[config.mk]
export PLATFORM = sky130hd
export DESIGN_NAME = texel_prefetch_queue
export DESIGN_NICKNAME = d
export VERILOG_FILES = /design/src/rtl/tpq_pkg.sv /design/src/rtl/tpq_fifo.sv /design/src/rtl/tpq_tags.sv /design/src/rtl/tpq_rob.sv /design/src/rtl/texel_prefetch_queue.sv
export SDC_FILE = /design/constraint.sdc
export NUM_CORES = 1
export LEC_CHECK = 0
export CAP_MARGIN = 20
export CORE_MARGIN = 3
export CORE_UTILIZATION = 45
export DETAILED_ROUTE_END_ITERATION = 8
export PLACE_DENSITY_LB_ADDON = 0.2
export SETUP_SLACK_MARGIN = 0.05
export SLEW_MARGIN = 40
export SYNTH_ARGS = -nofsm -noshare
export SYNTH_HDL_FRONTEND = slang
export SYNTH_SLANG_ARGS = --single-unit
export TNS_END_PERCENT = 10
[constraint.sdc]
create_clock -name clk -period 3.85 [get_ports clk]
set_clock_uncertainty 0.2 [all_clocks]
set_input_delay 0.9625 -clock clk [delete_from_list [all_inputs] [get_ports clk]]
set_output_delay 0.9625 -clock clk [all_outputs]
set_load 0.01 [all_outputs]
[src/rtl/tpq_pkg.sv]
package tpq_pkg;
  // Where a queued texel finds its data at retirement.
  typedef enum logic {SRC_LINE = 1'b0, SRC_SLOT = 1'b1} src_e;
endpackage

[src/rtl/tpq_fifo.sv]
module tpq_fifo #(
  parameter int W     = 8,
  parameter int DEPTH = 8,
  localparam int PTRW = (DEPTH > 1) ? $clog2(DEPTH) : 1,
  localparam int CW   = $clog2(DEPTH + 1)
) (
  input  logic          clk,
  input  logic          rst_n,
  input  logic          push,
  input  logic [W-1:0]  din,
  input  logic          pop,
  output logic [W-1:0]  dout,
  output logic          full,
  output logic          empty,
  output logic [CW-1:0] count
);
  logic [W-1:0]    mem_q [DEPTH];
  logic [PTRW-1:0] wr_q, wr_d, rd_q, rd_d;
  logic [CW-1:0]   cnt_q, cnt_d;

  function automatic logic [PTRW-1:0] bump(input logic [PTRW-1:0] p);
    return (p == PTRW'(DEPTH - 1)) ? '0 : p + 1'b1;
  endfunction

  always_comb begin
    wr_d  = push ? bump(wr_q) : wr_q;
    rd_d  = pop  ? bump(rd_q) : rd_q;
    cnt_d = cnt_q + CW'(push) - CW'(pop);
  end

  always_ff @(posedge clk or negedge rst_n) begin
    if (!rst_n) begin
      wr_q  <= '0;
      rd_q  <= '0;
      cnt_q <= '0;
    end else begin
      wr_q  <= wr_d;
      rd_q  <= rd_d;
      cnt_q <= cnt_d;
    end
  end

  always_ff @(posedge clk) begin
    if (push) mem_q[wr_q] <= din;
  end

  assign dout  = mem_q[rd_q];
  assign full  = (cnt_q == CW'(DEPTH));
  assign empty = (cnt_q == '0);
  assign count = cnt_q;
endmodule

[src/rtl/tpq_tags.sv]
module tpq_tags #(
  parameter int LINES = 8,
  parameter int TW    = 5,
  parameter int DW    = 16,
  parameter int SW    = 2,
  parameter int CW    = 4,
  localparam int IW   = $clog2(LINES)
) (
  input  logic          clk,
  input  logic          rst_n,
  input  logic [IW-1:0] lk_idx,
  input  logic [TW-1:0] lk_tag,
  input  logic          acc,
  input  logic          alloc,
  input  logic [SW-1:0] alloc_slot,
  input  logic          ret,
  input  logic [IW-1:0] ret_idx,
  input  logic          ret_commit,
  input  logic [SW-1:0] ret_slot,
  input  logic [DW-1:0] commit_data,
  output logic          lk_hit,
  output logic          lk_infl,
  output logic [SW-1:0] lk_islot,
  output logic          lk_pend_zero,
  output logic [DW-1:0] rd_data
);
  logic          valid_q [LINES], valid_d [LINES];
  logic [TW-1:0] tag_q   [LINES], tag_d   [LINES];
  logic          infl_q  [LINES], infl_d  [LINES];
  logic [SW-1:0] islot_q [LINES], islot_d [LINES];
  logic [CW-1:0] pend_q  [LINES], pend_d  [LINES];
  logic [DW-1:0] data_q  [LINES];

  always_comb begin
    for (int l = 0; l < LINES; l++) begin
      valid_d[l] = valid_q[l];
      tag_d[l]   = tag_q[l];
      infl_d[l]  = infl_q[l];
      islot_d[l] = islot_q[l];
      pend_d[l]  = pend_q[l] + CW'(acc && (lk_idx == IW'(l)))
                             - CW'(ret && (ret_idx == IW'(l)));
      if (alloc && (lk_idx == IW'(l))) begin
        valid_d[l] = 1'b1;
        tag_d[l]   = lk_tag;
        infl_d[l]  = 1'b1;
        islot_d[l] = alloc_slot;
      end else if (ret_commit && (ret_idx == IW'(l)) && infl_q[l] &&
                   (islot_q[l] == ret_slot)) begin
        infl_d[l]  = 1'b0;
      end
    end
  end

  always_ff @(posedge clk or negedge rst_n) begin
    if (!rst_n) begin
      for (int l = 0; l < LINES; l++) begin
        valid_q[l] <= 1'b0;
        tag_q[l]   <= '0;
        infl_q[l]  <= 1'b0;
        islot_q[l] <= '0;
        pend_q[l]  <= '0;
      end
    end else begin
      for (int l = 0; l < LINES; l++) begin
        valid_q[l] <= valid_d[l];
        tag_q[l]   <= tag_d[l];
        infl_q[l]  <= infl_d[l];
        islot_q[l] <= islot_d[l];
        pend_q[l]  <= pend_d[l];
      end
    end
  end

  always_ff @(posedge clk) begin
    if (ret_commit) data_q[ret_idx] <= commit_data;
  end

  assign lk_hit       = valid_q[lk_idx] && (tag_q[lk_idx] == lk_tag);
  assign lk_infl      = infl_q[lk_idx];
  assign lk_islot     = islot_q[lk_idx];
  assign lk_pend_zero = (pend_q[lk_idx] == '0);
  assign rd_data      = data_q[ret_idx];
endmodule

[src/rtl/tpq_rob.sv]
module tpq_rob #(
  parameter int SLOTS = 4,
  parameter int DW    = 16,
  parameter int CW    = 4,
  localparam int SW   = $clog2(SLOTS)
) (
  input  logic             clk,
  input  logic             rst_n,
  input  logic             alloc,
  input  logic             share,
  input  logic [SW-1:0]    share_slot,
  input  logic             rel,
  input  logic [SW-1:0]    rel_slot,
  input  logic             rsp_valid,
  input  logic [SW-1:0]    rsp_slot,
  input  logic [DW-1:0]    rsp_data,
  input  logic [SW-1:0]    rd_slot,
  output logic             free_any,
  output logic [SW-1:0]    free_slot,
  output logic [SLOTS-1:0] busy,
  output logic [SLOTS-1:0] ready,
  output logic [DW-1:0]    rd_data
);
  logic [CW-1:0] ref_q [SLOTS], ref_d [SLOTS];
  logic [SLOTS-1:0] rdy_q, rdy_d;
  logic [DW-1:0] data_q [SLOTS];

  always_comb begin
    free_any  = 1'b0;
    free_slot = '0;
    for (int s = SLOTS - 1; s >= 0; s--) begin
      if (!busy[s]) begin
        free_any  = 1'b1;
        free_slot = SW'(s);
      end
    end
  end

  always_comb begin
    for (int s = 0; s < SLOTS; s++) begin
      busy[s]  = (ref_q[s] != '0);
      ref_d[s] = ref_q[s] + CW'(alloc && (free_slot == SW'(s)))
                          + CW'(share && (share_slot == SW'(s)))
                          - CW'(rel && (rel_slot == SW'(s)));
      rdy_d[s] = (ref_d[s] == '0) ? 1'b0 :
                 (rdy_q[s] || (rsp_valid && (rsp_slot == SW'(s)) && busy[s]));
    end
  end

  always_ff @(posedge clk or negedge rst_n) begin
    if (!rst_n) begin
      for (int s = 0; s < SLOTS; s++) ref_q[s] <= '0;
      rdy_q <= '0;
    end else begin
      for (int s = 0; s < SLOTS; s++) ref_q[s] <= ref_d[s];
      rdy_q <= rdy_d;
    end
  end

  always_ff @(posedge clk) begin
    if (rsp_valid && busy[rsp_slot]) data_q[rsp_slot] <= rsp_data;
  end

  assign ready   = rdy_q;
  assign rd_data = data_q[rd_slot];
endmodule

[src/rtl/texel_prefetch_queue.sv]
module texel_prefetch_queue #(
  parameter int AW     = 8,
  parameter int DW     = 16,
  parameter int PW     = 8,
  parameter int LINES  = 8,
  parameter int SLOTS  = 4,
  parameter int QDEPTH = 8,
  localparam int IW    = $clog2(LINES),
  localparam int TW    = AW - IW,
  localparam int SW    = $clog2(SLOTS),
  localparam int CW    = $clog2(QDEPTH + 1)
) (
  input  logic          clk,
  input  logic          rst_n,
  input  logic          in_valid,
  output logic          in_ready,
  input  logic [AW-1:0] in_addr,
  input  logic [PW-1:0] in_payload,
  input  logic          in_last,
  output logic          mem_req_valid,
  output logic [AW-1:0] mem_req_addr,
  output logic [SW-1:0] mem_req_slot,
  input  logic          mem_rsp_valid,
  input  logic [SW-1:0] mem_rsp_slot,
  input  logic [DW-1:0] mem_rsp_data,
  output logic          out_valid,
  input  logic          out_ready,
  output logic [DW-1:0] out_data,
  output logic [PW-1:0] out_payload,
  output logic          out_last,
  output logic          out_hit
);
  import tpq_pkg::*;

  typedef struct packed {
    logic [PW-1:0] payload;
    logic          last;
    logic          hit;
    src_e          src;
    logic [IW-1:0] idx;
    logic [SW-1:0] slot;
  } ent_t;
  localparam int EW = $bits(ent_t);

  // Asynchronous assertion, synchronous release.
  logic [1:0] rst_sync_q;
  logic       core_rst_n;
  always_ff @(posedge clk or negedge rst_n) begin
    if (!rst_n) rst_sync_q <= 2'b00;
    else        rst_sync_q <= {rst_sync_q[0], 1'b1};
  end
  assign core_rst_n = rst_sync_q[1];

  logic             lk_hit, lk_infl, lk_pend_zero;
  logic [SW-1:0]    lk_islot, free_slot;
  logic             free_any, accept, alloc, share, ret, ret_slot_use;
  logic             q_full, q_empty;
  logic [CW-1:0]    q_count;
  logic [EW-1:0]    head_bits;
  ent_t             new_ent, head;
  logic [SLOTS-1:0] slot_busy, slot_ready;
  logic [DW-1:0]    line_data, rob_data;

  // Acceptance: one tag lookup per texel.
  assign in_ready = !q_full && (lk_hit || (lk_pend_zero && free_any));
  assign accept   = in_valid && in_ready;
  assign alloc    = accept && !lk_hit;
  assign share    = accept && lk_hit && lk_infl;

  always_comb begin
    new_ent.payload = in_payload;
    new_ent.last    = in_last;
    new_ent.hit     = lk_hit;
    new_ent.src     = (!lk_hit || lk_infl) ? SRC_SLOT : SRC_LINE;
    new_ent.idx     = in_addr[IW-1:0];
    new_ent.slot    = lk_hit ? lk_islot : free_slot;
  end

  assign mem_req_valid = alloc;
  assign mem_req_addr  = in_addr;
  assign mem_req_slot  = free_slot;

  // Retirement from the queue head.
  assign head         = ent_t'(head_bits);
  assign out_valid    = !q_empty && ((head.src == SRC_LINE) || slot_ready[head.slot]);
  assign ret          = out_valid && out_ready;
  assign ret_slot_use = ret && (head.src == SRC_SLOT);
  assign out_data     = (head.src == SRC_SLOT) ? rob_data : line_data;
  assign out_payload  = head.payload;
  assign out_last     = head.last;
  assign out_hit      = head.hit;

  tpq_tags #(.LINES(LINES), .TW(TW), .DW(DW), .SW(SW), .CW(CW)) u_tags (
    .clk(clk), .rst_n(core_rst_n),
    .lk_idx(in_addr[IW-1:0]), .lk_tag(in_addr[AW-1:IW]),
    .acc(accept), .alloc(alloc), .alloc_slot(free_slot),
    .ret(ret), .ret_idx(head.idx), .ret_commit(ret_slot_use),
    .ret_slot(head.slot), .commit_data(rob_data),
    .lk_hit(lk_hit), .lk_infl(lk_infl), .lk_islot(lk_islot),
    .lk_pend_zero(lk_pend_zero), .rd_data(line_data)
  );

  tpq_rob #(.SLOTS(SLOTS), .DW(DW), .CW(CW)) u_rob (
    .clk(clk), .rst_n(core_rst_n),
    .alloc(alloc), .share(share), .share_slot(lk_islot),
    .rel(ret_slot_use), .rel_slot(head.slot),
    .rsp_valid(mem_rsp_valid), .rsp_slot(mem_rsp_slot), .rsp_data(mem_rsp_data),
    .rd_slot(head.slot), .free_any(free_any), .free_slot(free_slot),
    .busy(slot_busy), .ready(slot_ready), .rd_data(rob_data)
  );

  tpq_fifo #(.W(EW), .DEPTH(QDEPTH)) u_fifo (
    .clk(clk), .rst_n(core_rst_n),
    .push(accept), .din(new_ent), .pop(ret), .dout(head_bits),
    .full(q_full), .empty(q_empty), .count(q_count)
  );
endmodule

==> results of run 1 <==
cells by family after synthesis:
| family | Yosys count | share of synthesized area |
|---|---|---|
| compound gates | 186 | 0.0625 |
| xor+xnor | 53 | 0.0227 |
| fa+ha+maj | 75 | 0.0522 |
| buf+inv | 170 | 0.0367 |
| flops | 456 | 0.637 |
| mux | 167 | 0.115 |
| other cells | 1 | 0.000184 |
| simple gates | 275 | 0.0736 |
Yosys cell counts (7+ instances only):
cell type and count:
edfxtp_1 320, dfrtp_1 136, nand2_1 101, inv_1 98
a21oi_1 62, ha_1 58, mux2i_1 46, nor2_1 45
mux2_2 44, mux4_2 44, xnor2_1 41, mux2_1 29
buf_2 23, clkbuf_1 22, a211oi_1 19, a21o_1 18
nor2b_1 18, and3_1 17, fa_1 17, buf_4 16
nand2b_1 15, nand3_1 14, o21ai_0 14, xor2_1 12
nor3_1 11, a22oi_1 10, nor4_1 8, buf_1 7
registers in the layout, summed over array words and instances, names as in the netlist:
name / cells
u_tags.infl_q: 8
u_fifo.wr_q: 3
u_rob.data_q: 64
u_fifo.mem_q: 128
u_rob.ready: 4
u_tags.islot_q: 16
u_tags.pend_q: 32
u_tags.valid_q: 8
u_tags.tag_q: 40
u_fifo.count: 4
rst_sync_q: 2
u_fifo.rd_q: 3
u_rob.ref_q: 16
u_tags.data_q: 128
stage by stage:
stage,area [sq um],std cells,setup slack (ps),hold slack (ps),utilization
3_5_place_dp,23900,2238,-1240,138,0.536
6_report,27100,2404,-493,131,0.609
4_1_cts,26800,2389,-486,151,0.601
2_1_floorplan,20500,1383,-441,131,-
5_1_grt,27100,2404,-604,170,0.609
3_3_place_gp,23900,2238,-1230,135,0.536
metal layers:
| layer | track usage | share of wire | up-vias |
|---|---|---|---|
| met5 | 0 | 0 | - |
| met4 | 0.0583 | 0.020 | 0 |
| met3 | 0.0439 | 0.054 | 72 |
| met2 | 0.348 | 0.48 | 292 |
| met1 | 0.293 | 0.44 | 6537 |
| li1 | - | - | 5936 |
path summary, 6_finish.rpt:
kind / endpoint / slack (ps)
min: u_tags.tag_q[28]$_DFFE_PN0P_ / 130
max in group asynchronous: u_rob.ready[2]$_DFF_PN0_ / 2470
min in group clk: rst_sync_q[1]$_DFF_PN0_ / 150
max: out_data[0] / -490
max reg2reg: u_rob.ready[1]$_DFF_PN0_ / -280
min reg2reg: u_tags.tag_q[28]$_DFFE_PN0P_ / 130
layout make-up:
type                            count  area share
Clock inverter                     25      0.0127
Tap cell                          592      0.0273
Inverter                           98      0.0136
Timing Repair Buffer              410       0.142
Sequential cell                   456       0.481
Clock buffer                       66      0.0488
Multi-Input combinational cell    757       0.274
power by group through the flow:
stage               logic (mW)  clock network [mW]  registers [mW]
floorplan                 3.06                   0            5.79
finish                    6.25                4.85            5.75
CTS                       6.06                4.96            5.75
detailed placement        5.56                   0            5.85
global route              6.81                5.17            5.78
global placement          5.46                   0            5.84
what timing repair did:
| item | CTS | global route |
|---|---|---|
| cloned | 4 | 2 |
| pin swaps | 76 | 44 |
| setup endpoints to repair | 205 | 178 |
| gates resized for setup | 269 | 56 |
| buffers inserted | 58 | 14 |
| hold buffers | 0 | 0 |
==> impl_metrics.tcl, run 1 <==
set metrics [dict create \
    cts.sinks 456 \
    track_usage 0.213 \
    netlist_area_sq_mm 0.0204 \
    design.portCount 79 \
    p_int_mw 11.7 \
    place.gp.congestion 0.828 \
    hold_viol_final 0 \
    grt-ovfl-total 0 \
    die_area_sq_mm 0.0480 \
    synth-seq-cells 456 \
    routed_wl_microns 50200 \
    async_flop_share 0.298 \
    clock_latency_ps 590 \
    period_needed_ps 4340 \
    dp_hpwl_microns 32200 \
    drcViolationCount 0 \
    path_class "flip-flop to output pin" \
    slew_headroom 0.602 \
    worstReg2RegStart "u_fifo.rd_q[0]$_DFFE_PN0N_" \
    grt_pass1_vias 13500 \
    power_frac_comb 0.371 \
    die_h_microns 219 \
    ir_drop_mv 0.344 \
    cpLargestDelayFamily "buffers and inverters" \
    synth-edff-count 320 \
    path_max_fanout 7 \
    grt_pass1_wl_microns 77900 \
    start_util 0.459 \
    synth_area_leader_cell "edfxtp_1" \
    crit_path_frequent_cell "buf_12" \
    p_clk_frac 0.288 \
    diodes 0 \
    max_stage_delay_ps 520 \
    tightest_slew_ps 597 \
    syn_inst 1383 \
    rows 77 \
    final_common_cell "edfxtp_1" \
    grt_max_degree 76 \
    p_leak_nw 10.9 \
    critical_path_buf_inv_count 5 \
    final_cell_mix "320 x edfxtp_1, 251 x buf_4, 133 x dfrtp_1, 98 x nand2_1, 86 x inv_1" \
    drive_above_1_share 0.378 \
    grt_setup_unrepaired "yes" \
    fin_ws_ps -493 \
    avgSynthCellArea_sq_um 14.8 \
    p_switching_mw 5.18 \
    htreeDepth 2 \
    cts_tree "done" \
    cts_buffer_depth 3 \
    slew_viol_final 0 \
    antenna_found_initial 0 \
    via_count 12800 \
    hold_class "flip-flop to asynchronous set/reset pin" \
    fin_nets 1887 \
    die_w_microns 219 \
    final.setup.tns_ps -9910 \
    first_pass_iters 5 \
    synth_cell_types 74 \
    multi_input_area_sq_mm 0.00743 \
    violations "setup timing" \
    cp_data_required_time_ps 2690 \
    syn2layout_area_growth_pct 32.6 \
    avgViaCountPerCell 5.34 \
    cp-startpoint "u_fifo.rd_q[0]$_DFFE_PN0N_" \
    post_drt_wl_per_cell_microns 20.9 \
    cap_violations 0 \
    synth_nets 1498 \
    yosysTopAreaCellShare 0.470 \
    io_buffers 78 \
    fillers 3356 \
    ff_latch_area_sq_mm 0.0130 \
    setup_viol 47 \
    core_sq_mm 0.0445 \
    power_density_mw_per_mm2 622 \
    cts_buffers 49 \
    postRouteAntennaNets 0 \
    synth_flop_cell "edfxtp_1" \
    min_period_over_period 1.13 \
    path_cells "buf_12 -> mux4_2 -> mux2i_4 -> buf_12 -> buf_12 -> buf_12 -> nor2b_1 -> a211oi_1 -> a21oi_2 -> o32a_1 -> buf_2" \
    status "complete, but fails checks" \
    ys.warnings.count 0 \
    cp_data_arrival_time_ps 3180 \
    start_kind "flip-flop" \
    path_clk_slew_ps 60 \
    power_mw 16.9 \
    drt_iter0_markers 813 \
    cpMaxStageDelayCell "dfrtp_4" \
    max_freq_ghz 0.230 \
    cp.depth 11 \
    synthTopCellsByArea "edfxtp_1 47%, dfrtp_1 17%, mux4_2 4.8%" \
    worst-r2r-cell-count 13 \
    p_seq_frac 0.341 \
    swShare 0.307 \
    cts_root_buf "clkbuf_16" \
    yosysSeqAreaShare 0.637 \
    cp-end-kind "output pin" \
]
No activity file was read; power rests on OpenSTA's default activity.
==> run 2, diff against run 1 <==
--- a/config.mk
+++ b/config.mk
@@ -14,5 +14,6 @@
 export SLEW_MARGIN = 40
 export SYNTH_ARGS = -nofsm -noshare
 export SYNTH_HDL_FRONTEND = slang
+export SYNTH_HIERARCHICAL = 1
 export SYNTH_SLANG_ARGS = --single-unit
 export TNS_END_PERCENT = 10
==> run 2 against run 1 <==
  * The run still ends with setup timing left
  * Critical path type is now primary input to flip-flop
  * Register-to-register slack got worse by 260 ps
  * Area after synthesis fell by 1.4%
  * Fmax is 2.2% lower
  * Largest cell class unchanged
==> impl_metrics.tcl, run 2 <==
set metrics [dict create \
    routed_wl_microns 46000 \
    grt_setup_unrepaired "yes" \
    first_pass_iters 4 \
    cts_root_buf "clkbuf_16" \
    post_dp_cell_area_sq_mm 0.0234 \
    drive_above_1_share 0.420 \
    cpMaxStageDelayCell "or4_1" \
    violations "setup timing" \
    drcViolationCount 0 \
    fillers 3251 \
    final_common_cell "edfxtp_1" \
    slew_viol_final 0 \
    critical_path_buf_inv_count 7 \
    cp_data_required_time_ps 4100 \
    syn2layout_area_growth_pct 32.1 \
    die_area_sq_mm 0.0474 \
    core_sq_mm 0.0436 \
    cp_data_arrival_time_ps 4690 \
    design.portCount 79 \
    avgSynthCellArea_sq_um 15.7 \
    cts.sinks 456 \
    post_drt_wl_per_cell_microns 20.5 \
    ys.warnings.count 6 \
    hold_viol_final 0 \
    drt_iter0_markers 627 \
    path_clk_slew_ps 60 \
    final_cell_mix "320 x edfxtp_1, 201 x buf_4, 134 x dfrtp_1, 80 x inv_1" \
    cp.depth 19 \
    clock_latency_ps 580 \
    hold_ws_ps 146 \
    via_count 11800 \
    power_density_mw_per_mm2 835 \
    synth_nets 1400 \
    r2r_end "u_rob/ready[1]$_DFF_PN0_" \
    p_leak_nw 10.7 \
    start_kind "primary input" \
    design_area_sq_mm 0.0266 \
    die_w_microns 218 \
    place.gp.congestion 0.826 \
    p_int_mw 15.0 \
    max_stage_delay_ps 500 \
    cp-end-kind "flip-flop" \
    setup_viol 48 \
    status "complete, but fails checks" \
    grt-ovfl-total 0 \
    swShare 0.326 \
    worstReg2RegStart "u_fifo/rd_q[0]$_DFFE_PN0P_" \
    syn_inst 1285 \
    die_h_microns 218 \
    rrSetupSlack_ps -540 \
    tightest_slew_ps 614 \
    start_util 0.462 \
    track_usage 0.195 \
    final.setup.tns_ps -13940 \
    hold_class "flip-flop to asynchronous set/reset pin" \
    path_class "primary input to flip-flop" \
    fin_nets 1739 \
    p_seq_frac 0.304 \
    crit_path_frequent_cell "buf_6" \
    period_needed_ps 4440 \
    dp_hpwl_microns 30400 \
    reg.largest.list "u_fifo/mem_q: 128 flops, u_tags/data_q: 128 flops, u_rob/data_q: 64 flops" \
    io_buffers 78 \
    fin_ws_ps -591 \
    critPathCapture "u_rob/ready[1]$_DFF_PN0_" \
    ir_drop_mv 0.413 \
    grt_pass1_wl_microns 71400 \
    antenna_found_initial 0 \
    cpLargestDelayFamily "simple AND/OR/NAND/NOR gates" \
    rows 76 \
    postRouteAntennaNets 0 \
    grt_pass1_vias 12500 \
    path_cells "buf_12 -> buf_6 -> mux2i_1 -> a22o_1 -> or4_1 -> nand4_1 -> nor4_4 -> buf_6 -> nor4b_4 -> buf_4 -> nand3_4 -> ha_4 -> inv_4 -> fa_2 -> inv_2 -> fa_1 -> inv_1 -> or3_1 -> o32a_1" \
    cts_buffers 48 \
    min_period_over_period 1.15 \
    max_freq_ghz 0.225 \
    grt_max_degree 47 \
    cts_buffer_depth 3 \
    p_clk_frac 0.216 \
    avgViaCountPerCell 5.25 \
    p_switching_mw 7.24 \
    diodes 0 \
    netlist_area_sq_mm 0.0202 \
    cts_tree "done" \
    worst-r2r-cell-count 18 \
    path_max_fanout 7 \
    slew_headroom 0.591 \
    power_frac_comb 0.479 \
    cp-startpoint "in_addr[1]" \
    htreeDepth 2 \
    cap_violations 0 \
]
-- run 2: cell types whose count changed in the layout (fill, tap and decap cells not counted), moves of 16 or more --
cell | before | now
buf_4 | 251 | 201
nand2_1 | 98 | 56
a21oi_1 | 31 | 11
mux2_4 | 3 | 22
buf_2 | 16 | 0
mux2_2 | 41 | 57
nor2b_1 | 16 | 0
-- run 2: per-layer routing --
| layer | share of wire | track usage |
|---|---|---|
| met3 | 0.044 | 0.0393 |
| met5 | 0 | 0 |
| met1 | 0.46 | 0.272 |
| met2 | 0.48 | 0.322 |
| met4 | 0.016 | 0.0420 |
-- run 2: power groups by stage --
stage,registers (mW),logic [mW],clock network (mW)
6_report,6.76,10.7,4.81
5_1_grt,6.84,11.5,5.12
4_1_cts,6.76,9.61,4.91
3_5_place_dp,6.84,8.61,0
3_3_place_gp,6.84,8.44,0
2_1_floorplan,6.77,5.03,0
-- run 2: worst min path at each step --
stage / from / endpoint / cells after the start
after global placement: rst_sync_q[0]$_DFF_PN0_ / rst_sync_q[1]$_DFF_PN0_ / 0
after floorplan: rst_sync_q[0]$_DFF_PN0_ / rst_sync_q[1]$_DFF_PN0_ / 0
after global routing: rst_sync_q[0]$_DFF_PN0_ / rst_sync_q[1]$_DFF_PN0_ / 0
final: rst_sync_q[1]$_DFF_PN0_ / u_tags/tag_q[31]$_DFFE_PN0P_ / 0
after detailed placement: rst_sync_q[0]$_DFF_PN0_ / rst_sync_q[1]$_DFF_PN0_ / 0
after CTS: rst_sync_q[0]$_DFF_PN0_ / rst_sync_q[1]$_DFF_PN0_ / 0
-- run 2: through the flow --
stage	utilization	worst slack (ps)	total power [mW]	std cells
final	0.610	-591	22.2	2248
after floorplan	-	-1240	11.8	1285
after CTS	0.592	-605	21.3	2226
after global routing	0.610	-753	23.4	2248
after global placement	0.536	-1630	15.3	2114
after detailed placement	0.536	-1720	15.5	2114
-- run 2: timing repair --
item	in CTS	in global routing
gates resized for setup	257	134
setup buffers	26	23
pin swaps	79	82
setup endpoints to repair	260	224
cloned	1	3
hold buffers	0	0
-- run 2: cell type report --
type / instances / area (sq um) / area share
repair buffers: 351 / 3500 / 0.131
inverters: 94 / 363 / 0.0136
clock inverters: 28 / 328 / 0.0123
flip-flops and latches: 456 / 13000 / 0.489
well taps: 585 / 732 / 0.0275
multi-input cells: 673 / 7350 / 0.276
clock buffers: 61 / 1340 / 0.0504
